===== src/rtl/sem_pkg.sv =====
package sem_pkg;
  // Default geometry of the unit
  localparam int unsigned SEM_TOKENS = 8;
  localparam int unsigned SEM_DATA_W = 8;

  // A selected write carrying 0 asks for a token
  function automatic logic is_claim(input logic sel_n, input logic wr, input logic din);
    return !sel_n && wr && !din;
  endfunction

  // A selected write carrying 1 gives a token back
  function automatic logic is_drop(input logic sel_n, input logic wr, input logic din);
    return !sel_n && wr && din;
  endfunction
endpackage


===== src/rtl/sem_port_decode.sv =====
module sem_port_decode
  import sem_pkg::*;
#(
  parameter int unsigned NUM_TOK = SEM_TOKENS,
  localparam int unsigned IDX_W = $clog2(NUM_TOK)
) (
  input  logic               sel_n,
  input  logic               wr,
  input  logic [IDX_W-1:0]   idx,
  input  logic               din,
  output logic [NUM_TOK-1:0] claim,
  output logic [NUM_TOK-1:0] drop
);
  logic claim_any;
  logic drop_any;

  assign claim_any = is_claim(sel_n, wr, din);
  assign drop_any  = is_drop(sel_n, wr, din);

  for (genvar t = 0; t < NUM_TOK; t++) begin : g_tok
    assign claim[t] = claim_any && (idx == IDX_W'(t));
    assign drop[t]  = drop_any  && (idx == IDX_W'(t));
  end
endmodule


===== src/rtl/sem_token_cell.sv =====
module sem_token_cell (
  input  logic clk,
  input  logic rst_n,
  input  logic claim_l,
  input  logic drop_l,
  input  logic claim_r,
  input  logic drop_r,
  output logic own_l,
  output logic own_r,
  output logic wait_l,
  output logic wait_r
);
  logic is_free;
  logic gnt_l;
  logic gnt_r;

  assign is_free = !own_l && !own_r;
  // Waiting requests outrank fresh ones; among fresh ones left wins
  assign gnt_l = is_free && (wait_l || (claim_l && !wait_r));
  assign gnt_r = is_free && !gnt_l && (wait_r || claim_r);

  always_ff @(posedge clk or negedge rst_n) begin
    if (!rst_n) begin
      own_l  <= 1'b0;
      own_r  <= 1'b0;
      wait_l <= 1'b0;
      wait_r <= 1'b0;
    end else begin
      own_l  <= gnt_l || (own_l && !drop_l);
      own_r  <= gnt_r || (own_r && !drop_r);
      wait_l <= !gnt_l && (wait_l || (claim_l && !own_l));
      wait_r <= !gnt_r && (wait_r || (claim_r && !own_r));
    end
  end
endmodule


===== src/rtl/sem_token_unit.sv =====
module sem_token_unit
  import sem_pkg::*;
#(
  parameter int unsigned NUM_TOK = SEM_TOKENS,
  parameter int unsigned DATA_W  = SEM_DATA_W,
  localparam int unsigned IDX_W  = $clog2(NUM_TOK)
) (
  input  logic              clk,
  input  logic              rst_n,
  input  logic              l_sel_n,
  input  logic              l_wr,
  input  logic [IDX_W-1:0]  l_idx,
  input  logic              l_din,
  output logic [DATA_W-1:0] l_dout,
  input  logic              r_sel_n,
  input  logic              r_wr,
  input  logic [IDX_W-1:0]  r_idx,
  input  logic              r_din,
  output logic [DATA_W-1:0] r_dout
);
  // Named internal events, visible to the bound checker
  logic [NUM_TOK-1:0] claim_l, drop_l, claim_r, drop_r;
  logic [NUM_TOK-1:0] own_l, own_r, wait_l, wait_r;

  function automatic logic [DATA_W-1:0] status_word(input logic held);
    return {DATA_W{!held}};
  endfunction

  sem_port_decode #(.NUM_TOK(NUM_TOK)) i_dec_l (
    .sel_n(l_sel_n), .wr(l_wr), .idx(l_idx), .din(l_din),
    .claim(claim_l), .drop(drop_l)
  );

  sem_port_decode #(.NUM_TOK(NUM_TOK)) i_dec_r (
    .sel_n(r_sel_n), .wr(r_wr), .idx(r_idx), .din(r_din),
    .claim(claim_r), .drop(drop_r)
  );

  for (genvar t = 0; t < NUM_TOK; t++) begin : g_cell
    sem_token_cell i_cell (
      .clk(clk), .rst_n(rst_n),
      .claim_l(claim_l[t]), .drop_l(drop_l[t]),
      .claim_r(claim_r[t]), .drop_r(drop_r[t]),
      .own_l(own_l[t]), .own_r(own_r[t]),
      .wait_l(wait_l[t]), .wait_r(wait_r[t])
    );
  end

  assign l_dout = status_word(own_l[l_idx]);
  assign r_dout = status_word(own_r[r_idx]);
endmodule


===== config.mk =====
export PLATFORM = sky130hd
export DESIGN_NAME = sem_token_unit
export DESIGN_NICKNAME = d
export VERILOG_FILES = /design/src/rtl/sem_pkg.sv /design/src/rtl/sem_port_decode.sv /design/src/rtl/sem_token_cell.sv /design/src/rtl/sem_token_unit.sv
export SDC_FILE = /design/constraint.sdc
export NUM_CORES = 1
export LEC_CHECK = 0
export BUFFER_PORTS_ARGS = -buffer_cell sky130_fd_sc_hd__clkbuf_2
export CORE_MARGIN = 2
export CORE_UTILIZATION = 49
export CTS_CLUSTER_SIZE = 40
export DETAILED_ROUTE_END_ITERATION = 12
export GPL_TIMING_DRIVEN = 0
export PLACE_DENSITY = 0.67
export REMOVE_ABC_BUFFERS = 1
export SETUP_SLACK_MARGIN = 0.15
export SYNTH_ARGS = -nofsm -noshare
export SYNTH_HDL_FRONTEND = slang
export SYNTH_SLANG_ARGS = --single-unit

===== constraint.sdc =====
create_clock -name clk -period 2.8 [get_ports clk]
set_input_delay 0.42 -clock clk [delete_from_list [all_inputs] [get_ports clk]]
set_output_delay 0.42 -clock clk [all_outputs]
set_load 0.01 [all_outputs]

; Word level (Yosys, flattened, before mapping)
; Index checks and enable logic that the tools add are counted.
[op_classes]
muxes = 4
reduce_logical = 238
eq_ne = 14
magnitude_cmp = 2
[op_table]
columns = op, n
row1 = 1-bit logical AND, 126
row2 = 1-bit zero test, 62
row3 = 1-bit logical OR, 48
row4 = 3-bit == test (second input constant), 8
row5 = 3-bit by 2-bit == test with 1-bit output (second input constant), 4
row6 = 3-bit by 4-bit less-than comparator with 1-bit output (second input constant), 2
row7 = 1-bit binary-select mux with 3-bit select, 2
row8 = 3-bit by 1-bit == test with 1-bit output (second input constant), 2
row9 = 3-bit zero test, 2
row10 = 1-bit two-way mux, 2
[word_totals]
output_inout_bits = 16
wordCells = 290
regBits = 32

; Logic depth before layout (Yosys ltp)
[depth]
ltp_word = 12
depth_mapped = 5
mapped_depth_nobuf = 3

; Modules after synthesis
; A second synthesis with hierarchy kept.
[hier_totals]
cells_unflattened = 218
area_unflattened_um2 = 2010.7
[modules_own_cells]
columns = module, seq_area_each_um2, cells_per_inst, area_per_inst_um2, n_inst
row1 = sem_token_cell, 100.1, 19, 190.2, 8
row2 = sem_port_decode, 0.0, 23, 131.4, 2
row3 = sem_token_unit, 0.0, 20, 226.5, 1

; Worst setup path after synthesis
; No wires, ideal clock.
[synth_path]
path_type = input -> output
startpoint = input l_idx[0]
endpoint = output l_dout[1]
path_slack_ns = 0.432
stages = 4
arrival_time_ns = 1.948
required_ns = 2.380
path_buffers = 2
cell_sequence = clkbuf_1 -> mux4_1 -> mux2i_1 -> buf_4
[synth_between]
elab_chain_len = 3
[synth_lines]
columns = item, line
row1 = "start, declared", sem_token_unit.sv:12  ; input logic [IDX_W-1:0] l_idx,
row2 = 1-bit binary-select mux with 3-bit select, sem_token_unit.sv:49  ; assign l_dout = status_word(own_l[l_idx]);
row3 = 1-bit two-way mux (implied by the code), sem_token_unit.sv:49
row4 = 1-bit zero test, sem_token_unit.sv:26  ; return {DATA_W{!held}};
row5 = "end, declared", sem_token_unit.sv:14  ; output logic [DATA_W-1:0] l_dout,
; Every way passes these cells. The select of a mux whose other input is x is not followed.

; Worst setup path in the final report
[layout_path]
startpoint = register g_cell[5].i_cell.own_l
endpoint = output l_dout[5]
[layout_between]
elab_chain_len = 3
[layout_lines]
columns = item, line
row1 = "start, declared", sem_token_cell.sv:8  ; output logic own_l,
row2 = "start signal, assigned", sem_token_cell.sv:29  ; own_l <= gnt_l || (own_l && !drop_l);
row3 = 1-bit binary-select mux with 3-bit select, sem_token_unit.sv:49
row4 = 1-bit two-way mux (implied by the code), sem_token_unit.sv:49
row5 = 1-bit zero test, sem_token_unit.sv:26
; Every way passes these cells. The select of a mux whose other input is x is not followed.

==> results.cfg <==
[critical_path]
cp-endpoint = l_dout[5]
crit_type = reg2out
endpoint_kind = primary output
crit_path_start_kind = flop
startpoint = g_cell[5].i_cell.own_l
required_ps = 2380
crit_arrival_ps = 1930
rr_endpoint = g_cell[0].i_cell.own_l
r2r.worst_path.cells = 2
r2r-start = g_cell[0].i_cell.own_l
rrSetupSlack_ps = 1500
cp_max_fo = 8

[yosys]
synth-compound-area-share_pct = 21.7
netlist_area_sq_um = 2050
synth.area.mux_share_pct = 5.56
ys_warn_count = 0
synthSimpleGateAreaFrac_pct = 25.5
yosysUniqueCellTypes = 41
yosysTopAreaCell = dfrtp_1
synth_seq_cells = 32
synthArstFlopShare_pct = 100
synth_top_family_by_area = simple AND/OR/NAND/NOR gates
syn_area_per_cell_sq_um = 9.89
syn_inst = 207
synth_edf_count = 0
yosysSeqAreaShare_pct = 39.1
synthAdderAreaFrac_pct = 0
synth_area_leaders = dfrtp_1 39%, nor3_1 6.4%, buf_4 5.1%, o32a_1 3.9%, o21a_1 3.7%
synth_flop_cell = dfrtp_1
synth_top_area_share_pct = 39.1
synth_xor_area_share_pct = 0

[global_route]
overflow = 0
top_usage_layer = met2
grt_pass1_vias = 1628
met1_usage_pct = 28.5
grtUsageMet3_pct = 5.84
grt_pass1_wl_mm = 7.63
grt_antenna_before_repair = 0
grt_max_degree = 33
grt_usage_pct = 22.3
grtUsageMet2_pct = 37.0

[timing]
finalMaxSlewViolations = 0
finalSetupViolCount = 0
setup_tns_ps = 0
holdWs_ps = 218
slew_headroom_pct = 19.3
skew_ps = 5.68
finalHoldViolCount = 0
grt_setup_unrepaired = false
final.min_clock_period_ps = 2350
fin_crit_sh_pct = 84.0
tightest_slew_ps = 1190
fmax_ghz = 0.425

[pwr]
internal-power_uw = 884
p_switching_uw = 479
seqPwrFrac_pct = 45.2
ir_drop_uv = 345
leakagePower_uw = 0.000875
power_density_nw_per_um2 = 621
clock_power_share_pct = 26.2
power.share.switching_pct = 35.1
pwr-share-comb_pct = 28.6

[cts]
root_buffer = clkbuf_8
insertion_delay_ps = 280
cts_sinks = 32
cts_resized = 0
cts.clk_slew.worst_paths_ps = 70
cts_setup_buffers = 0
hold_buffers = 0
cts_buffers = 5
htree_levels = 2
cts_tree = built
cts_max_path_buffers = 2

[status]
status = finished, final reports clean

[die]
initial_core_util_pct = 51.2
core_sq_um = 4000
die_w_um = 68.7
die_h_um = 68.7
ioPinCount = 30
dieArea_sq_um = 4710
rows = 23

[cells_and_area]
drive_gt1_share_pct = 23.2
syn2layout_area_growth_pct = 7.15
num_antenna_cells = 0
nets = 233

[place]
gp_congestion = 0.842
dp_hpwl_mm = 3.45
port_buffers = 29

[drt]
avgViaCountPerCell = 6.37
drt_pass1_iterations = 5
totalWireLength_mm = 4.71
drt_iter0_drc = 102
post_drt_wl_per_cell_um = 17.4
vias = 1720
drc = 0
ant_nets = 0

[worst_hold_path]
hold_path.class = in2async

[job]
drv_cap = 0
-- logic make-up (layout without fill, tap and decap cells) --
kind of cell	count (synthesis)	count (layout)
AOI/OAI and AO/OA	54	54
DFF	32	32
muxes	6	6
buffers and inverters	27	40
and+or+nand+nor	88	88
-- flip-flops by register name (all words and copies together), names as in the netlist --
| register | flops |
|---|---|
| g_cell.i_cell.own_l | 8 |
| g_cell.i_cell.own_r | 8 |
| g_cell.i_cell.wait_l | 8 |
| g_cell.i_cell.wait_r | 8 |
-- area by class of cell --
cell class	instances	area, sq um
clock inverter	2	10.0
fill	339	1810
timing repair buffer	29	145
clock buffer	6	82.6
sequential	32	801
inverter	3	11.3
tap	50	62.6
multi-input combinational	148	1080
-- routing by layer --
layer  vias to the layer above  routed length [um]
li1                        820                   -
met1                       837                2110
met4                         0                  65
met5                         -                   0
met3                         6                 255
met2                        57                2280
-- power by group through the flow --
stage / clock network, uW / logic, uW / registers [uW]
4_1_cts: 366 / 391 / 611
3_5_place_dp: 0 / 389 / 620
5_1_grt: 390 / 431 / 623
2_1_floorplan: 0 / 261 / 590
3_3_place_gp: 0 / 377 / 612
6_report: 358 / 389 / 616
-- how the worst min path moves through the flow --
stage	start	endpoint	slack [ps]	depth (start not counted)
finish	rst_n	g_cell[0].i_cell.own_l	220	1
global route	rst_n	g_cell[0].i_cell.wait_l	280	1
CTS	rst_n	g_cell[0].i_cell.own_l	250	1
detailed placement	g_cell[6].i_cell.wait_r	g_cell[6].i_cell.own_r	540	2
global placement	g_cell[1].i_cell.wait_r	g_cell[1].i_cell.own_r	530	2
floorplan	rst_n	g_cell[0].i_cell.own_l	120	0
-- cell usage after synthesis, types with 8 or more instances --
cell type	number
o21a_1	10
nand2_1	11
o32a_1	8
nand3_1	8
nor3_1	26
nand2b_1	9
nor2_1	9
dfrtp_1	32
o2111ai_1	8
buf_4	14
-- placed cells by master, fill, tap and decap left out, drive strengths merged, types with 2 or more instances in the layout --
| cell type | n |
|---|---|
| or3 | 2 |
| clkinv | 2 |
| nand4b | 2 |
| o21ai | 6 |
| nor3 | 28 |
| nor2 | 9 |
| a31oi | 2 |
| inv | 3 |
| or4b | 4 |
| o21a | 10 |
| nor2b | 5 |
| dfrtp | 32 |
| o32a | 8 |
| nand3 | 8 |
| nand2b | 9 |
| a2bb2oi | 6 |
| mux4 | 4 |
| nand2 | 11 |
| o2111ai | 8 |
| o31ai | 8 |
| nand4bb | 4 |
| a21oi | 3 |
| mux2i | 2 |
| clkbuf | 35 |
-- worst max-delay path, cell delays in order (launching register included) --
cell	delay, ps
dfrtp_1	450
mux4_1	530
mux2i_1	450
clkbuf_2	230
-- metrics by stage --
step	cell area, sq um	worst slack (ps)	power, uW	util, %	instances
floorplan	1890	171	852	-	183
global placement	2100	552	989	52.5	262
detailed placement	2100	512	1010	52.5	262
CTS	2190	418	1370	54.9	270
global route	2190	206	1440	54.9	270
finish	2190	447	1360	54.9	270
(Power assumes the default switching activity.)
